## config.mk

```make
export PLATFORM = sky130hd
export DESIGN_NAME = capdec
export DESIGN_NICKNAME = d
export VERILOG_FILES = /design/src/rtl/capdec.sv
export SDC_FILE = /design/constraint.sdc
export NUM_CORES = 1
export LEC_CHECK = 0
export BUFFER_PORTS_ARGS = -buffer_cell sky130_fd_sc_hd__buf_2
export CAP_MARGIN = 15
export CORE_MARGIN = 4
export CORE_UTILIZATION = 35
export CTS_CLUSTER_SIZE = 24
export DETAILED_ROUTE_END_ITERATION = 10
export GPL_ROUTABILITY_DRIVEN = 1
export PLACE_DENSITY_LB_ADDON = 0.25
export SLEW_MARGIN = 40
export SYNTH_ARGS = -nofsm -noshare
export SYNTH_HDL_FRONTEND = slang
export SYNTH_SLANG_ARGS = --single-unit
```

## constraint.sdc

```tcl
create_clock -name clk -period 2.6 [get_ports clk]
set_input_delay 0.52 -clock clk [delete_from_list [all_inputs] [get_ports clk]]
set_output_delay 0.52 -clock clk [all_outputs]
set_load 0.005 [all_outputs]
```

## src/rtl/capdec.sv

```systemverilog
module capdec #(
  parameter int XLEN = 64
) (
  input  logic            clk,
  input  logic            rst_n,
  input  logic            in_valid,
  output logic            in_ready,
  input  logic [31:0]     instr,
  input  logic            int_mode,
  output logic            out_valid,
  input  logic            out_ready,
  output logic            out_claim,
  output logic            out_illegal,
  output logic [3:0]      out_op,
  output logic [4:0]      out_rd,
  output logic [4:0]      out_rs1,
  output logic [4:0]      out_rs2,
  output logic [XLEN-1:0] out_imm_s,
  output logic [XLEN-1:0] out_imm_u,
  output logic            out_base_ddc
);
  localparam logic [6:0] OPC_CUST = 7'h5B;
  localparam logic [6:0] OPC_MISC = 7'h0F;
  localparam logic [6:0] OPC_STOR = 7'h23;

  typedef enum logic [3:0] {
    K_NONE = 4'd0, K_SETB = 4'd1, K_SETBX = 4'd2, K_SETBI = 4'd3,
    K_ADDO = 4'd4, K_ADDOI = 4'd5, K_FPTR = 4'd6, K_TAG = 4'd7,
    K_MOVE = 4'd8, K_JAL = 4'd9, K_LDC = 4'd10, K_STC = 4'd11,
    K_LD64 = 4'd12, K_ST64 = 4'd13
  } kind_t;

  wire [6:0] opc = instr[6:0];
  wire [4:0] rd  = instr[11:7];
  wire [2:0] f3  = instr[14:12];
  wire [4:0] rs1 = instr[19:15];
  wire [4:0] rs2 = instr[24:20];
  wire [6:0] f7  = instr[31:25];

  wire [11:0] imm12 = (opc == OPC_STOR) ? {instr[31:25], instr[11:7]} : instr[31:20];

  logic  claim, ill, ddc;
  kind_t kind;

  always_comb begin
    claim = 1'b0;
    ill   = 1'b0;
    ddc   = 1'b0;
    kind  = K_NONE;
    case (opc)
      OPC_CUST: begin
        claim = 1'b1;
        case (f3)
          3'd0: case (f7)
            7'h08: kind = K_SETB;
            7'h09: kind = K_SETBX;
            7'h11: kind = K_ADDO;
            7'h13: kind = K_FPTR;
            7'h7F: case (rs2)
              5'h04:   kind = K_TAG;
              5'h0A:   kind = K_MOVE;
              5'h0C:   kind = K_JAL;
              default: ill = 1'b1;
            endcase
            7'h7D: if (rs2 == 5'h0B) kind = K_LD64; else ill = 1'b1;
            7'h7C: if (rd == 5'h0B) kind = K_ST64; else ill = 1'b1;
            default: ill = 1'b1;
          endcase
          3'd1:    kind = K_ADDOI;
          3'd2:    kind = K_SETBI;
          default: ill = 1'b1;
        endcase
      end
      OPC_MISC: if (f3 == 3'd2) begin
        claim = 1'b1;
        kind  = K_LDC;
        ddc   = int_mode;
      end
      OPC_STOR: if (f3 == 3'd4) begin
        claim = 1'b1;
        kind  = K_STC;
        ddc   = int_mode;
      end
      default: ;
    endcase
  end

  wire take = in_valid && in_ready;
  assign in_ready = !out_valid || out_ready;

  always_ff @(posedge clk) begin
    if (!rst_n) begin
      out_valid    <= 1'b0;
      out_claim    <= 1'b0;
      out_illegal  <= 1'b0;
      out_op       <= K_NONE;
      out_rd       <= '0;
      out_rs1      <= '0;
      out_rs2      <= '0;
      out_imm_s    <= '0;
      out_imm_u    <= '0;
      out_base_ddc <= 1'b0;
    end else if (take) begin
      out_valid    <= 1'b1;
      out_claim    <= claim;
      out_illegal  <= ill;
      out_op       <= kind;
      out_rd       <= rd;
      out_rs1      <= rs1;
      out_rs2      <= rs2;
      out_imm_s    <= {{(XLEN-12){imm12[11]}}, imm12};
      out_imm_u    <= {{(XLEN-12){1'b0}}, imm12};
      out_base_ddc <= ddc;
    end else if (out_ready) begin
      out_valid    <= 1'b0;
    end
  end
endmodule


```

==> results.md, run 1 <==
* Fin area at 2800 um2
* Worst Skew at ~0.0031 ns
* Setup Crit Path Kind: primary input to flip-flop
* Tot Pwr at 1.25 mW
* Layout area overhead at 7.29%
* CTS Root Cell: clkbuf_8
* GRT Util Overall at 13.4%
* Synth area leaders: buf_4, dfxtp_1, nand2_1, a21oi_1, a311oi_1
* Post-Synthesis Mean Instance Area at 7.65 um2
* Yosys cell types at 47
* Multi-input gate area at 1130 um2
* Row count at 31
* GR Util met2 at 22.3%
* Cell Area, Synth at about 2600 um2
* Hold_buf cts at 0
* Max VDD drop at 220 uV
* Required @ worst endpoint at 2.81 ns
* Sequential element share of the synthesized area at between 20% and 30%
* Total CTS buffers at 5
* Hold_ws at 0.452 ns
* Worst-path clk slew at 0.07 ns
* Net count, final at 450
* Resized cells post-CTS at 0
* Via count at 2,226
* Synth top area share at 34.0%
* Worst Path Max Fanout at 8
* Fillers at ~810
* RSZ-0062 raised after global routing: no
* Max-Cap Viols at 0
* WL final at 6580 um
* Storage cell area at 701 um2
* Number of global-route vias before repair at 1,943
* Most common cell after layout, fill and taps aside: buf_2
* Fin crit period at 1.73 ns
* CTS tree: yes
* Postcts setup bufs at 0
* Max-slew violation count at 0
* Post-route ant nets at 0
* Least-Margin Pin Slew at 0.682 ns
* Ys Warns at 0
* Fin. Hold Viols at 0
* Ys async rst share at 0%
* 1st-iter DRT viols at 138
* First-pass detailed-route iteration total at 4
* Initial antenna violation count at 0
* Met1 usage at 16.9%
* Worst slew margin at 54.5%
* GR Overflow Total at 0
* Latest clock arrival within the worst-skew pair at 0.28 ns
* PwrDens at about 450 nW/um2
* Post-synth top flop: dfxtp_1
* Clock Tree Buf Depth at 2
* Port Buffers at 136
* Period utilization at 66.5%
* Die width at roughly 94 um
* Synth Instances at 341
* Setup Viol. Count Final at 0
* Most frequent cells in the layout: buf_2, nand2_1, conb_1
* Die Area at ~9000 um2
* FMAX at 578 MHz
* Synth area leader: buf_4
* Setup TNS at 0 ns
* Most Crowded Layer GR: met2
* Drt wl/cell at 12.8 um
* DPL Wire Length at 5250 um
* CP arrival at 1.94 ns
* EDFF count, synth at 0
* Inserted Diodes at 0
* DRC at 0
* Pin count of the biggest net entering global routing at 55
* CTS sink count at 35
* Gpl congestion at 0.837
* Yosys reg bits at 35
* Grt met3 use at 4.14%
* Setup crit end kind: flip-flop
* Static leakage at 1.47 nW
* Post-DP Area at 2720 um2
* Fraction of layout cells with a size suffix above 1 at 37.9%
* Worst Hold Class: flip-flop to flip-flop
* CORE AREA at 7250 um2
* Vias per inst at 4.34
* First-pass GRT wire length at 9400 um
* Worst Setup Start Kind: primary input
* CTS HTree Levels at 2
* I/O pins at 189
* Outcome: finished, final reports clean
* Die height at 94.3 um
* Starting Density at ~36%
==> metrics by stage <==
stage	setup WS, ns	util, %	cells
global route	0.748	38.6	513
floorplan	0.649	-	392
CTS	0.855	38.6	513
detailed placement	0.554	37.5	505
global placement	0.580	37.5	505
finish	0.870	38.6	513
==> cell usage after synthesis, types with 2 or more instances <==
library cell  count
and2_1            3
nor4_1            3
a31oi_1           2
clkbuf_1          8
nor3_1            3
nand3_1           7
o31ai_1           2
and3_1            2
o41ai_1           2
a311oi_1          8
nor2b_1           2
a21oi_1          31
nand2_1          58
nor4bb_1          3
o21ai_1           2
nand4_1           3
nand2b_1          6
buf_6             2
buf_4           118
inv_1             4
nor2_1           10
o21ai_0           3
dfxtp_1          35
==> where the power goes <==
part           internal [mW]  leakage [nW]  switching, mW
registers              0.565         0.288         0.0153
logic                  0.117          1.14          0.166
clock network          0.188        0.0422          0.194
==> routing by layer <==
metal  wire length, um  vias to the layer above
li1                  -                     1125
met3               681                        2
met5                 0                        -
met1              2750                      993
met2              3140                      106
met4                 6                        0
==> worst paths after layout <==
kind,slack (ns),cells after the start,to,startpoint
min,0.45,2,out_rs1[4],out_rs1[4]
min reg2reg,0.45,2,out_rs1[4],out_rs1[4]
max reg2reg,0.96,5,out_op[1],out_valid
max,0.87,6,out_op[2],instr[26]
==> kinds of logic (layout without fill, tap and decap cells) <==
group / Yosys count / count (layout) / synth area share (%)
xor+xnor: 2 / 2 / 0.672
flops: 35 / 35 / 26.9
other cells: 1 / 52 / 0.144
buf+inv: 135 / 157 / 37.1
compound gates: 57 / 57 / 13.6
simple gates: 111 / 111 / 21.6
==> final cells by class <==
cell class,count,share of cell area [%]
clock buffers,7,2.73
clock inverters,1,0.179
inverters,5,0.760
multi-input cells,222,40.4
flip-flops and latches,35,25.0
well taps,99,4.43
repair buffers,144,26.5
==> registers in the layout, indices dropped and copies added, names as in the netlist <==
name and count:
out_rs1 5, out_rd 5, out_base_ddc 1, out_claim 1, out_illegal 1, out_valid 1, out_op 4, out_imm_u 12
out_rs2 5
==> critical path, cell delays in order <==
cell,delay [ns]
buf_2,0.20
inv_4,0.06
or4_4,0.57
o41ai_1,0.32
a32oi_1,0.11
o22ai_1,0.14
(Power assumes the default switching activity.)
==> inputs of run 2 (changes only) <==
- ABC_AREA: unset -> 1
- clock period: 2.6 -> 1.57 ns (I/O delays scaled with it)
==> run 2 against run 1 <==
Clock skew grew 0.0055 ns. Global-route usage is 0.089 points lower. Final area up 3.9%. Setup slack worse by 0.74 ns. Hold slack worse by 0.18 ns. Largest cell class unchanged.
==> results.md, run 2 <==
* CTS Root Cell: clkbuf_8
* Worst Path Max Fanout at 54 (+46)
* Vias per inst at 4.13 (-4.8%)
* Drt wl/cell at 11.5 um (-10%)
* Ys Warns at 0 (unchanged)
* Max reg flops at 12 (unchanged)
* Worst Hold Class: primary input to flip-flop
* Post-DP Area at 2790 um2 (+2.8%)
* Post-synth top flop: dfxtp_1
* Number of global-route vias before repair at 1,952 (+0.46%)
* Worst Hold Path Cells at 3 (+1)
* Met3 WL at 536 um (-21%)
* Worst Setup Start Kind: flip-flop
* Placed instance count at 544 (+7.7%)
* First-pass GRT wire length at 9210 um (-2.1%)
* Yosys cell types at 26 (-45%)
* CTS HTree Levels at 2 (unchanged)
* Max VDD drop at 308 uV (+40%)
* Fraction of layout cells with a size suffix above 1 at 38.9% (+0.93 points)
* Yosys reg bits at 35 (unchanged)
* Die Area at 8950 um2 (+0.62%)
* First-pass detailed-route iteration total at 4 (unchanged)
* CTS sink count at 35 (unchanged)
* DPL Wire Length at 5220 um (-0.62%)
* Total CTS buffers at 5 (unchanged)
* Met2 Wirelength at 3270 um (+3.9%)
* FF-to-FF Start: out_valid
* GR Overflow Total at 0 (unchanged)
* Latest clock arrival within the worst-skew pair at 0.29 ns (about the same)
* Synth area leaders: buf_4, dfxtp_1, nand2_1, nor2_1, o21ai_0
* Fin. Hold Viols at 0 (unchanged)
* Hold path start: instr[18]
* Utilization of the core after routing at 39.9% (+1.3 points)
* DRC at 0 (unchanged)
* I/O pins at 189 (unchanged)
* Post-route ant nets at 0 (unchanged)
* Multi-input gate area at 1090 um2 (-3.8%)
* Top routing layer in use: met4
* Largest Register: out_imm_u
* Setup crit end kind: output port
* M1 wire length at 2490 um (-9.2%)
* Sequential element share of the synthesized area at 26.7% (-0.18 points)
* Hold_buf cts at 0 (unchanged)
* Gpl congestion at 0.825 (-1.4%)
* Tot Pwr at 2.32 mW (+86%)
* Fin crit period at 1.44 ns
* Reg2Reg Setup Slack at 0.32 ns (-0.64 ns)
* Final WS setup at 0.128 ns (-0.742 ns)
* Worst r2r dst: out_rd[4]
* Fin area at 2910 um2 (+3.9%)
* Resized cells post-CTS at 0 (unchanged)
* Die height at 94.6 um (+0.31%)
* Period utilization at between 90% and 100%
* Postcts setup bufs at 0 (unchanged)
* EDFF count, synth at 0 (unchanged)
* Synth area leader: buf_4
* Post-Synthesis Mean Instance Area at 7.04 um2 (-8.0%)
* Synth top area share at 33.2% (-0.80 points)
* PwrDens at 798 nW/um2 (+79%)
* Outcome: finished, final reports clean
* Net count, final at 489 (+8.7%)
* Hold_ws at 0.272 ns (-0.180 ns)
* Setup Slack @ Placement at 0.119 ns (-0.435 ns)
* Port Buffers at 136 (unchanged)
* Max-slew violation count at 0 (unchanged)
* Max-Cap Viols at 0 (unchanged)
* WL final at 6360 um (-3.4%)
* Row count at 31 (unchanged)
* Pin count of the biggest net entering global routing at 55 (unchanged)
* Worst Hold Path EP: out_rs1[3]
* Die width at 94.6 um (+0.31%)
* Fillers at 788 (-2.5%)
* Setup Viol. Count Final at 0 (unchanged)
* Required @ worst endpoint at 1.26 ns (-1.55 ns)
* Via count at 2,284 (+2.6%)
* 1st-iter DRT viols at 92 (-33%)
* Top post-synthesis cells by count: buf_4, nand2_1, nor2_1, dfxtp_1, o21ai_0
* Worst Skew at 0.00863 ns (+0.00551 ns)
* Setup TNS at 0 ns (unchanged)
* Cell Area, Synth at 2630 um2 (+0.67%)
* Most common cell after layout, fill and taps aside: buf_2
* Initial antenna violation count at 1 (+1)
* RSZ-0062 raised after global routing: no
* Storage cell area at 702 um2 (+0.18%)
* Synth Instances at 373 (+9.4%)
* Ys async rst share at 0% (unchanged)
* Reg2Reg Depth at 6 (+1)
* Most frequent cells in the layout: buf_2, conb_1, nand2_1
* CORE AREA at 7290 um2 (+0.53%)
* Setup Crit Path Kind: flip-flop to output port
* Static leakage at 1.73 nW (+18%)
* Clock Tree Buf Depth at 2 (unchanged)
* CP arrival at 1.13 ns (-0.81 ns)
* Post-Layout Cell Count at 553 (+7.8%)
* Starting Density at 36.0% (+0.049 points)
* FMAX at 693 MHz
* GRT Util Overall at 13.3% (-0.089 points)
* Count leader, synth: buf_4
* Worst-path clk slew at 0.08 ns (about the same)
* CTS tree: yes
* Layout area overhead at 10.7%
==> run 2: cell type report <==
type                    count  share of cell area [%]
multi-input cells         235                    37.4
repair buffers            146                    26.4
flip-flops and latches     35                    24.1
well taps                  99                    4.26
inverters                  29                    3.79
clock buffers               5                    2.37
clock inverters             3                    1.51
diodes                      1                  0.0861
==> run 2: per-layer routing <==
metal | track usage [%] | vias up
met1 | 14.7 | 990
li1 | - | 1182
met3 | 3.19 | 5
met5 | 0 | -
met2 | 24.3 | 107
met4 | 5.29 | 0
==> run 2: power by group <==
group	internal (mW)	total, mW	leakage [nW]	switching, mW
clock	0.473	0.825	0.0581	0.352
sequential	0.945	0.975	0.289	0.0300
combinational	0.224	0.521	1.38	0.297
==> run 2: worst max-delay path by stage <==
stage | startpoint | to | cells past startpoint
floorplan | out_imm_u[11] | out_imm_s[12] | 1
global placement | instr[1] | out_claim | 9
detailed placement | instr[1] | out_claim | 9
CTS | out_imm_u[11] | out_imm_s[34] | 2
global route | out_imm_u[11] | out_imm_s[51] | 2
finish | out_imm_u[11] | out_imm_s[34] | 2
==> run 2: cells by family after synthesis <==
| family | share of synthesized area, % |
|---|---|
| buffers and inverters | 39.2 |
| AND/OR/NAND/NOR | 21.6 |
| AO/OA/AOI/OAI | 12.4 |
| flip-flops | 26.7 |
| other | 0.143 |
==> run 2: critical path, stage by stage (launching register included) <==
cell and delay [ns]:
dfxtp_2 0.33, buf_4 0.32, buf_2 0.18
==> inputs of run 3 (changes only) <==
- CORE_UTILIZATION: 35 -> 37
==> run 3 against run 2 <==
Die area decreased by 5.0%. Utilization rose by 2.2 points. Highest routed layer unchanged. Hold slack is essentially flat.
==> results.md, run 3 (same netlist as run 2, synthesis figures left out) <==
* Gpl congestion at 0.831 (+0.69%)
* Hold_ws at 0.272 ns (+0.0000260 ns)
* Static leakage at 1.71 nW (-1.1%)
* Clock Tree Buf Depth at 2 (unchanged)
* Postcts setup bufs at 0 (unchanged)
* Fraction of layout cells with a size suffix above 1 at 38.3% (-0.54 points)
* Max-slew violation count at 0 (unchanged)
* GR Overflow Total at 0 (unchanged)
* CTS HTree Levels at 2 (unchanged)
* Largest Register: out_imm_u
* Via count at 2,250 (-1.5%)
* FMAX at 711 MHz (+2.6%)
* Worst Hold Class: primary input to flip-flop
* Max-Cap Viols at 0 (unchanged)
* CP cell instances: buf_4 -> buf_2
* Latest clock arrival within the worst-skew pair at 0.28 ns (about the same)
* Hold_buf cts at 0 (unchanged)
* RSZ-0062 raised after global routing: no
* 1st-iter DRT viols at 94 (+2.2%)
* Reg2Reg Setup Slack at 0.30 ns (-0.02 ns)
* Worst-path clk slew at 0.08 ns (about the same)
* Inserted Diodes at 0 (-1)
* CTS sink count at 35 (unchanged)
* DPL Wire Length at 5170 um (-1.0%)
* Reg2Reg Depth at 6 (unchanged)
* Fin. Hold Viols at 0 (unchanged)
* Setup Crit Path Kind: flip-flop to output port
* I/O pins at 189 (unchanged)
* Pin count of the biggest net entering global routing at 56 (+1.8%)
* Die Area at 8510 um2 (-5.0%)
* GRT Util Overall at 13.5% (+0.20 points)
* Initial antenna violation count at 0 (-1)
* Worst Path Max Fanout at 55 (+1.9%)
* First-pass detailed-route iteration total at 4 (unchanged)
* Buf+Inv Stages, Crit Path at 2 (unchanged)
* Storage cell area at 702 um2 (unchanged)
* FF-to-FF Start: out_valid
* Post-Layout Cell Count at 545 (-1.4%)
* Placed instance count at 537 (-1.3%)
* First-pass GRT wire length at 9500 um (+3.1%)
* Starting Density at 38.4% (+2.4 points)
* Resized cells post-CTS at 0 (unchanged)
* Post-DP Area at 2760 um2 (-1.2%)
* Max reg flops at 12 (unchanged)
* Layout area overhead at 9.34%
* Setup crit start: out_imm_u[11]
* Worst Setup Start Kind: flip-flop
* Fillers at 756 (-4.1%)
* Row count at 30 (-3.2%)
* Total CTS buffers at 5 (unchanged)
* Most common cell after layout, fill and taps aside: buf_2
* CP arrival at 1.09 ns (-0.04 ns)
* Die height at 92.3 um (-2.5%)
* Multi-input gate area at 1090 um2 (unchanged)
* PwrDens at 805 nW/um2 (+0.88%)
* Max stage delay on crit path at 0.31 ns (-0.02 ns)
* Setup Viol. Count Final at 0 (unchanged)
* Max VDD drop at 367 uV (+19%)
* Fin crit period at 1.41 ns (-0.0362 ns)
* Setup TNS at 0 ns (unchanged)
* CORE AREA at 6830 um2 (-6.3%)
* Net count, final at 485 (-0.82%)
* Critical path's slowest cell: dfxtp_2
* Setup crit end kind: output port
* Number of global-route vias before repair at 2,025 (+3.7%)
* Outcome: finished, final reports clean
* Utilization of the core after routing at 42.0% (+2.2 points)
* Die width at 92.3 um (-2.5%)
* Port Buffers at 136 (unchanged)
* Most frequent cells in the layout: buf_2, conb_1, nand2_1
* Drt wl/cell at 11.5 um (-0.11%)
* Vias per inst at 4.13 (about the same)
* Post-route ant nets at 0 (unchanged)
* CTS tree: yes
* Period utilization at 89.5% (-2.3 points)
* DRC at 0 (unchanged)
* Worst r2r dst: out_rs2[0]
* Required @ worst endpoint at 1.26 ns (about the same)
* Worst Skew at 0.00430 ns (-0.00432 ns)
* Fin area at 2870 um2 (-1.2%)
* WL final at 6260 um (-1.6%)
* Worst Setup EP: out_imm_s[18]
* CTS Root Cell: clkbuf_8
* CP top delay family: buffers and inverters
* Critical path depth at 2 (unchanged)
==> run 3: per-layer routing <==
metal	up-vias	GRT usage (%)	wire, um	part of all wire (%)
li1	1172	-	-	-
met1	979	14.9	2480	40
met2	93	26.2	3260	52
met3	6	2.79	459	7.3
met4	0	2.97	55	0.88
met5	-	0	0	0
==> run 3: worst min-delay path by stage <==
stage,startpoint,end,cells after the start
6_report,instr[16],out_rs1[1],3
5_1_grt,instr[17],out_rs1[2],3
4_1_cts,instr[16],out_rs1[1],3
3_5_place_dp,out_base_ddc,out_base_ddc,2
3_3_place_gp,out_op[2],out_op[2],2
2_1_floorplan,instr[30],out_imm_u[10],2
==> run 3: cell type report <==
class                           count  area share, %
Inverter                           29           3.83
Sequential cell                    35           24.4
Timing Repair Buffer              142           25.7
Clock buffer                        5           2.40
Tap cell                           96           4.18
Clock inverter                      3           1.53
Multi-Input combinational cell    235           37.9
==> run 3: power breakdown <==
part / internal (mW) / switching, mW
sequential: 0.945 / 0.0294
clock: 0.473 / 0.353
combinational: 0.216 / 0.296
total: 1.63 / 0.678
==> run 3: stage by stage <==
| stage | setup slack, ns | power (mW) |
|---|---|---|
| after floorplan | 0.266 | 1.49 |
| after global placement | 0.113 | 1.51 |
| after detailed placement | 0.0984 | 1.51 |
| after CTS | 0.138 | 2.35 |
| after global routing | 0.0558 | 2.44 |
| final | 0.164 | 2.31 |
==> run 3: worst min-delay path, cell delays in order <==
cell and delay, ns:
buf_2 0.07, o21ai_0 0.07, nor2_1 0.07
